==> src/rtl/svol_pkg.sv <==
package svol_pkg;
  localparam int CODE_W     = 8;
  localparam int UNITY_CODE = 192;
  localparam int MANT_W     = 16;
  localparam int MANT_FRAC  = 14;
  localparam int OCT_UNITY  = UNITY_CODE / 16;
  localparam int SHIFT_BASE = MANT_FRAC + OCT_UNITY;

  // 2^(m/16) in Q1.14, rounded to nearest
  function automatic logic [MANT_W-1:0] mant_of(input logic [3:0] m);
    case (m)
      4'd0:  return 16'd16384;
      4'd1:  return 16'd17109;
      4'd2:  return 16'd17867;
      4'd3:  return 16'd18658;
      4'd4:  return 16'd19484;
      4'd5:  return 16'd20347;
      4'd6:  return 16'd21247;
      4'd7:  return 16'd22188;
      4'd8:  return 16'd23170;
      4'd9:  return 16'd24196;
      4'd10: return 16'd25268;
      4'd11: return 16'd26386;
      4'd12: return 16'd27554;
      4'd13: return 16'd28774;
      4'd14: return 16'd30048;
      default: return 16'd31379;
    endcase
  endfunction

  typedef struct packed {
    logic mute_l;
    logic mute_r;
    logic mute_all;
    logic ramp_en;
  } svol_ctl_t;
endpackage

==> src/rtl/svol_regs.sv <==
module svol_regs
  import svol_pkg::*;
#(
  parameter int NCH = 2
) (
  input  logic                        clk,
  input  logic                        rst_n,
  input  logic                        vol_wr,
  input  logic [$clog2(NCH)-1:0]      vol_sel,
  input  logic [CODE_W-1:0]           vol_code,
  input  logic                        vol_commit,
  input  logic                        ctl_wr,
  input  svol_ctl_t                   ctl_in,
  output logic [NCH-1:0][CODE_W-1:0]  tgt_code,
  output logic                        ramp_en
);
  svol_ctl_t ctl_q;
  logic [NCH-1:0] ch_mute;

  always_ff @(posedge clk) begin
    if (!rst_n) begin
      ctl_q <= '{mute_l: 1'b0, mute_r: 1'b0, mute_all: 1'b1, ramp_en: 1'b0};
    end else if (ctl_wr) begin
      ctl_q <= ctl_in;
    end
  end

  assign ch_mute[0] = ctl_q.mute_l;
  if (NCH > 1) begin : g_rmute
    assign ch_mute[NCH-1:1] = {(NCH-1){ctl_q.mute_r}};
  end
  assign ramp_en = ctl_q.ramp_en;

  for (genvar ch = 0; ch < NCH; ch++) begin : g_ch
    logic [CODE_W-1:0] stage_q, act_q;
    always_ff @(posedge clk) begin
      if (!rst_n) begin
        stage_q <= CODE_W'(UNITY_CODE);
        act_q   <= CODE_W'(UNITY_CODE);
      end else begin
        if (vol_wr && (vol_sel == ch)) stage_q <= vol_code;
        if (vol_commit) act_q <= stage_q;
      end
    end
    assign tgt_code[ch] = (ctl_q.mute_all || ch_mute[ch]) ? '0 : act_q;
  end
endmodule

==> src/rtl/svol_track.sv <==
module svol_track
  import svol_pkg::*;
(
  input  logic              clk,
  input  logic              rst_n,
  input  logic              fire,
  input  logic              ramp_en,
  input  logic              step_now,
  input  logic [CODE_W-1:0] tgt,
  output logic [CODE_W-1:0] cur,
  output logic [CODE_W-1:0] gcode
);
  logic [CODE_W-1:0] stepped;

  always_comb begin
    if (cur < tgt)      stepped = cur + 1'b1;
    else if (cur > tgt) stepped = cur - 1'b1;
    else                stepped = cur;
  end

  always_comb begin
    if (!ramp_en)      gcode = tgt;
    else if (step_now) gcode = stepped;
    else               gcode = cur;
  end

  always_ff @(posedge clk) begin
    if (!rst_n)    cur <= '0;
    else if (fire) cur <= gcode;
  end
endmodule

==> src/rtl/svol_scale.sv <==
module svol_scale
  import svol_pkg::*;
#(
  parameter int DATA_W = 24
) (
  input  logic signed [DATA_W-1:0] din,
  input  logic [CODE_W-1:0]        code,
  output logic signed [DATA_W-1:0] dout
);
  localparam int PROD_W = DATA_W + MANT_W + 1;
  localparam int SH_W   = 6;
  localparam logic signed [PROD_W-1:0] SAT_HI = PROD_W'((64'sd1 <<< (DATA_W-1)) - 1);
  localparam logic signed [PROD_W-1:0] SAT_LO = -PROD_W'(64'sd1 <<< (DATA_W-1));

  logic [MANT_W-1:0]        mant;
  logic [SH_W-1:0]          sh;
  logic signed [PROD_W-1:0] prod, half, rnd, scaled;

  always_comb begin
    mant   = mant_of(code[3:0]);
    sh     = SH_W'(SHIFT_BASE) - SH_W'(code[CODE_W-1:4]);
    prod   = PROD_W'(din) * PROD_W'($signed({1'b0, mant}));
    half   = PROD_W'(1) <<< (sh - SH_W'(1));
    rnd    = prod + half;
    scaled = rnd >>> sh;
    if (code == '0)          dout = '0;
    else if (scaled > SAT_HI) dout = SAT_HI[DATA_W-1:0];
    else if (scaled < SAT_LO) dout = SAT_LO[DATA_W-1:0];
    else                      dout = scaled[DATA_W-1:0];
  end
endmodule

==> src/rtl/svol_top.sv <==
module svol_top
  import svol_pkg::*;
#(
  parameter int DATA_W = 24
) (
  input  logic              clk,
  input  logic              rst_n,
  input  logic              s_valid,
  output logic              s_ready,
  input  logic [DATA_W-1:0] s_data_l,
  input  logic [DATA_W-1:0] s_data_r,
  output logic              m_valid,
  input  logic              m_ready,
  output logic [DATA_W-1:0] m_data_l,
  output logic [DATA_W-1:0] m_data_r,
  input  logic              vol_wr,
  input  logic              vol_sel,
  input  logic [7:0]        vol_code,
  input  logic              vol_commit,
  input  logic              ctl_wr,
  input  logic              ctl_mute_l,
  input  logic              ctl_mute_r,
  input  logic              ctl_mute_all,
  input  logic              ctl_ramp_en
);
  localparam int NCH = 2;

  logic [NCH-1:0][CODE_W-1:0] tgt_code, cur_code, g_code;
  logic [NCH-1:0][DATA_W-1:0] din, dout;
  logic                       ramp_en, phase_q, fire;
  svol_ctl_t                  ctl_in;

  assign ctl_in  = '{mute_l: ctl_mute_l, mute_r: ctl_mute_r,
                     mute_all: ctl_mute_all, ramp_en: ctl_ramp_en};
  assign s_ready = !m_valid || m_ready;
  assign fire    = s_valid && s_ready;
  assign din[0]  = s_data_l;
  assign din[1]  = s_data_r;

  svol_regs #(.NCH(NCH)) u_regs (
    .clk(clk), .rst_n(rst_n),
    .vol_wr(vol_wr), .vol_sel(vol_sel), .vol_code(vol_code),
    .vol_commit(vol_commit), .ctl_wr(ctl_wr), .ctl_in(ctl_in),
    .tgt_code(tgt_code), .ramp_en(ramp_en)
  );

  always_ff @(posedge clk) begin
    if (!rst_n)    phase_q <= 1'b0;
    else if (fire) phase_q <= ramp_en ? !phase_q : 1'b0;
    else if (!ramp_en) phase_q <= 1'b0;
  end

  for (genvar ch = 0; ch < NCH; ch++) begin : g_lane
    svol_track u_track (
      .clk(clk), .rst_n(rst_n), .fire(fire), .ramp_en(ramp_en),
      .step_now(phase_q), .tgt(tgt_code[ch]),
      .cur(cur_code[ch]), .gcode(g_code[ch])
    );
    svol_scale #(.DATA_W(DATA_W)) u_scale (
      .din(din[ch]), .code(g_code[ch]), .dout(dout[ch])
    );
  end

  always_ff @(posedge clk) begin
    if (!rst_n) begin
      m_valid  <= 1'b0;
      m_data_l <= '0;
      m_data_r <= '0;
    end else if (fire) begin
      m_valid  <= 1'b1;
      m_data_l <= dout[0];
      m_data_r <= dout[1];
    end else if (m_ready) begin
      m_valid  <= 1'b0;
    end
  end
endmodule

==> config.mk <==
export PLATFORM = sky130hd
export DESIGN_NAME = svol_top
export DESIGN_NICKNAME = d
export VERILOG_FILES = /design/src/rtl/svol_pkg.sv /design/src/rtl/svol_regs.sv /design/src/rtl/svol_track.sv /design/src/rtl/svol_scale.sv /design/src/rtl/svol_top.sv
export SDC_FILE = /design/constraint.sdc
export NUM_CORES = 2
export LEC_CHECK = 0
export CAP_MARGIN = 20
export CORE_MARGIN = 4
export CORE_UTILIZATION = 55
export CTS_BUF_LIST = sky130_fd_sc_hd__clkbuf_16
export CTS_CLUSTER_DIAMETER = 40
export DETAILED_ROUTE_END_ITERATION = 8
export DONT_BUFFER_PORTS = 1
export PLACE_DENSITY = 0.73
export RECOVER_POWER = 100
export SLEW_MARGIN = 20
export SYNTH_ARGS = -nofsm -noshare
export SYNTH_HDL_FRONTEND = slang
export SYNTH_SLANG_ARGS = --single-unit
export TNS_END_PERCENT = 5
==> constraint.sdc <==
create_clock -name clk -period 13.5 [get_ports clk]
set_clock_uncertainty 0.1 [all_clocks]
set_input_delay 2.025 -clock clk [delete_from_list [all_inputs] [get_ports clk]]
set_output_delay 2.025 -clock clk [all_outputs]
set_load 0.03 [all_outputs]
==> out/results.txt <==
Slew of the pin with the lowest slew margin = 2290 ps
CP peak stage delay = 540 ps
Number of clock sinks seen by CTS = 102
FF-to-FF setup slack = 760 ps
Library cell with the largest summed area after synthesis = sky130_fd_sc_hd__fa_1
Number of nets in the final layout = 5888
Max-slew violation total from the final report = 48
Fraction of final layout cells sized beyond drive strength 1 = 0.0421
Top cell type's share of synthesized area = 0.391
DRC = 0
Type of the tightest min-delay check = reg2reg
Per-instance average area after synthesis = 8.35 µm²
Average wire length per cell after detail routing = 19.5 µm
Top post-synthesis cells by area = sky130_fd_sc_hd__fa_1 (39%), sky130_fd_sc_hd__inv_1 (8.2%), sky130_fd_sc_hd__ha_1 (7.5%)
Initial Utilization = 0.554
Final worst hold slack = 360 ps
Die boundary width = 282 µm
Crit. End Element = flip-flop
Clock edge transition at the registers on the reported setup and hold paths = 70 ps
Flop and latch count out of synthesis = 102
Launch instance of the worst register-to-register path = u_regs.ctl_q[1]
Number of levels in the clock H-tree = 3
CTS Buf Count = 9
Final hold vios = 0
Critical path startpoint = u_regs.ctl_q[1]
Maximum number of pins on one net before global-route repair = 50
Cell occurring most often along the worst timing path = sky130_fd_sc_hd__fa_1
Worst setup path category = reg2reg
Total routing usage reported by global routing = 0.287
Combined flip-flop and latch cell area = 2040 µm²
Post-DR vias/cell = 5.87
Maximum fanout count along the critical path = 23
Number of synthesized flops with an enable pin = 0
Antenna violations before repair = 2
Ys async rst share = 0
Mapped Area = 41100 µm²
Maximum root-to-sink buffer count = 2
Sequential share of the synthesized area = 0.0496
Violated checks = capacitance limit, slew limit
Number of filler instances in the final layout = 6808
Outcome = finished with violations
Data arrival time at the worst-slack endpoint = 12870 ps
# setup viols final = 0
Number of max-cap violations = 1
Die H = 282 µm
Most frequently used cell type in the post-synthesis netlist = sky130_fd_sc_hd__inv_1
Antenna Violating Nets Remaining = 0
GP Congestion = 0.976
Total area of multi-input combinational cells = 34800 µm²
Global-route wire length before repair = 183 mm
Number of distinct library cells after synthesis = 103
Termination of the worst setup path = m_data_r[13]
Total I/O pin count = 118
Placed wire-length estimate after detailed placement = 92.4 mm
Clock tree root buffer cell = sky130_fd_sc_hd__clkbuf_16
Required time of the critical path = 13640 ps
Count of placed standard cells in the final layout, fillers left out = 5743
IO buf count = 0
Achievable frequency = 0.0785 GHz
Number of vias in the routed layout = 33700
Residual overflow from global routing = 0
Count of cells resized by post-cts repair = 0
Routed wire length = 112 mm
Placeable core region = 74300 µm²
Final cell utilization of the core = 0.571
Clock latency on the worst-skew pair = 360 ps
Number of cell rows = 100
Flip-flop cell with the highest count after synthesis = sky130_fd_sc_hd__dfxtp_1
Syn. warnings = 0
Number of violations reported at the end of detailed-routing iteration 0 = 2577
Number of cells traversed by the worst register-to-register path = 41
Number of hold buffers added after CTS = 0
Layout Area Growth over Synthesis = 3.07%
Reg-to-reg critical path endpoint = m_data_r[13]
DR pass1 iterations = 6
RSZ-0062 raised after global routing = false
Die footprint = 79200 µm²
Number of buffers inserted by post-CTS setup repair = 0
Cell with the biggest individual delay on the critical path = sky130_fd_sc_hd__fa_1
Headroom to the max-slew limit = -0.524
Setup TNS = 0 ps
Critical Path Source Type = flip-flop
Hold wc startpoint = u_regs.g_ch[0].stage_q[2]
Ant diodes = 0
Final worst path period share = 0.943
Vias in the first global route = 34200
Syn Inst Count = 4928
Most used standard cells in the synthesized netlist = sky130_fd_sc_hd__inv_1 (904), sky130_fd_sc_hd__fa_1 (804), sky130_fd_sc_hd__nand2_1 (687), sky130_fd_sc_hd__and2_1 (321), sky130_fd_sc_hd__ha_1 (247)
TritonCTS clock tree = yes
Cell count after placement = 5727
Minimum clock period = 12740 ps
worst min-delay path by stage:
stage	to	slack, ps	cells after the start
2_1_floorplan	u_regs.g_ch[0].stage_q[0]	340	2
3_3_place_gp	u_regs.g_ch[1].stage_q[3]	350	2
3_5_place_dp	u_regs.g_ch[0].stage_q[2]	350	2
4_1_cts	u_regs.g_ch[0].stage_q[2]	360	2
5_1_grt	u_regs.g_ch[0].stage_q[2]	370	2
6_report	u_regs.g_ch[0].stage_q[2]	360	2
cell families after synthesis:
group           Yosys count  share of synthesized area
fa+ha+maj              1051                      0.466
buf+inv                1174                      0.109
simple gates           1590                      0.185
other cells               1                  0.0000911
flops                   102                     0.0496
compound gates          772                      0.128
xor+xnor                 78                     0.0166
mux                     160                     0.0458
cell usage in the layout (no fill, tap or decap), types with 14 or more instances in the layout:
cell type / instances
sky130_fd_sc_hd__ha_1: 247
sky130_fd_sc_hd__nor2_1: 222
sky130_fd_sc_hd__o21ai_0: 116
sky130_fd_sc_hd__or3_1: 20
sky130_fd_sc_hd__a211o_1: 14
sky130_fd_sc_hd__o22ai_1: 14
sky130_fd_sc_hd__and2_1: 319
sky130_fd_sc_hd__mux2i_1: 116
sky130_fd_sc_hd__o211ai_1: 65
sky130_fd_sc_hd__and3_1: 34
sky130_fd_sc_hd__nand2_1: 687
sky130_fd_sc_hd__o21a_1: 30
sky130_fd_sc_hd__a211oi_1: 56
sky130_fd_sc_hd__o311ai_0: 25
sky130_fd_sc_hd__inv_1: 903
sky130_fd_sc_hd__mux4_2: 20
sky130_fd_sc_hd__fa_1: 804
sky130_fd_sc_hd__nand4_1: 20
sky130_fd_sc_hd__buf_4: 78
sky130_fd_sc_hd__xnor2_1: 56
sky130_fd_sc_hd__nand2b_1: 36
sky130_fd_sc_hd__a21oi_1: 188
sky130_fd_sc_hd__nor3_1: 61
sky130_fd_sc_hd__mux2_2: 23
sky130_fd_sc_hd__dfxtp_1: 102
sky130_fd_sc_hd__nand3_1: 64
sky130_fd_sc_hd__conb_1: 16
sky130_fd_sc_hd__a21o_1: 40
sky130_fd_sc_hd__xor2_1: 20
sky130_fd_sc_hd__a31oi_1: 36
sky130_fd_sc_hd__nor2b_1: 62
stage by stage:
stage	cell area (µm²)	setup slack [ps]
final	42400	764
after global routing	42400	31.2
after CTS	42400	636
after detailed placement	42100	691
after global placement	42100	944
after floorplan	41200	1150
registers in the layout, indices dropped and copies added, names as in the netlist:
name                 cells
m_data_l                24
m_data_r                24
g_lane.u_track.cur      16
u_regs.g_ch.act_q       16
u_regs.g_ch.stage_q     16
u_regs.ch_mute           2
m_valid                  1
phase_q                  1
u_regs.ctl_q             1
u_regs.ramp_en           1
per-layer routing:
| metal | global-route usage | part of all wire |
|---|---|---|
| met4 | 0.0698 | 0.027 |
| met5 | 0 | 0.00012 |
| met1 | 0.401 | 0.43 |
| met2 | 0.472 | 0.47 |
| met3 | 0.0458 | 0.073 |
critical path, delay by kind of cell (launching register included):
kind / cells / cell delay (ps)
compound gates: 14 / 4480
fa+ha+maj: 9 / 4290
simple gates: 10 / 1790
buf+inv: 6 / 980
mux: 2 / 600
flops: 1 / 350
final cells by class:
cell class,count,area share
tap,969,0.0286
sequential,102,0.0482
inverter,908,0.0804
clock inverter,7,0.00186
clock buffer,9,0.00531
timing repair buffer,81,0.0141
multi-input combinational,3667,0.822
Power is not shown: default switching activity piles up to over one toggle a cycle in this logic, so the estimate is an artifact.
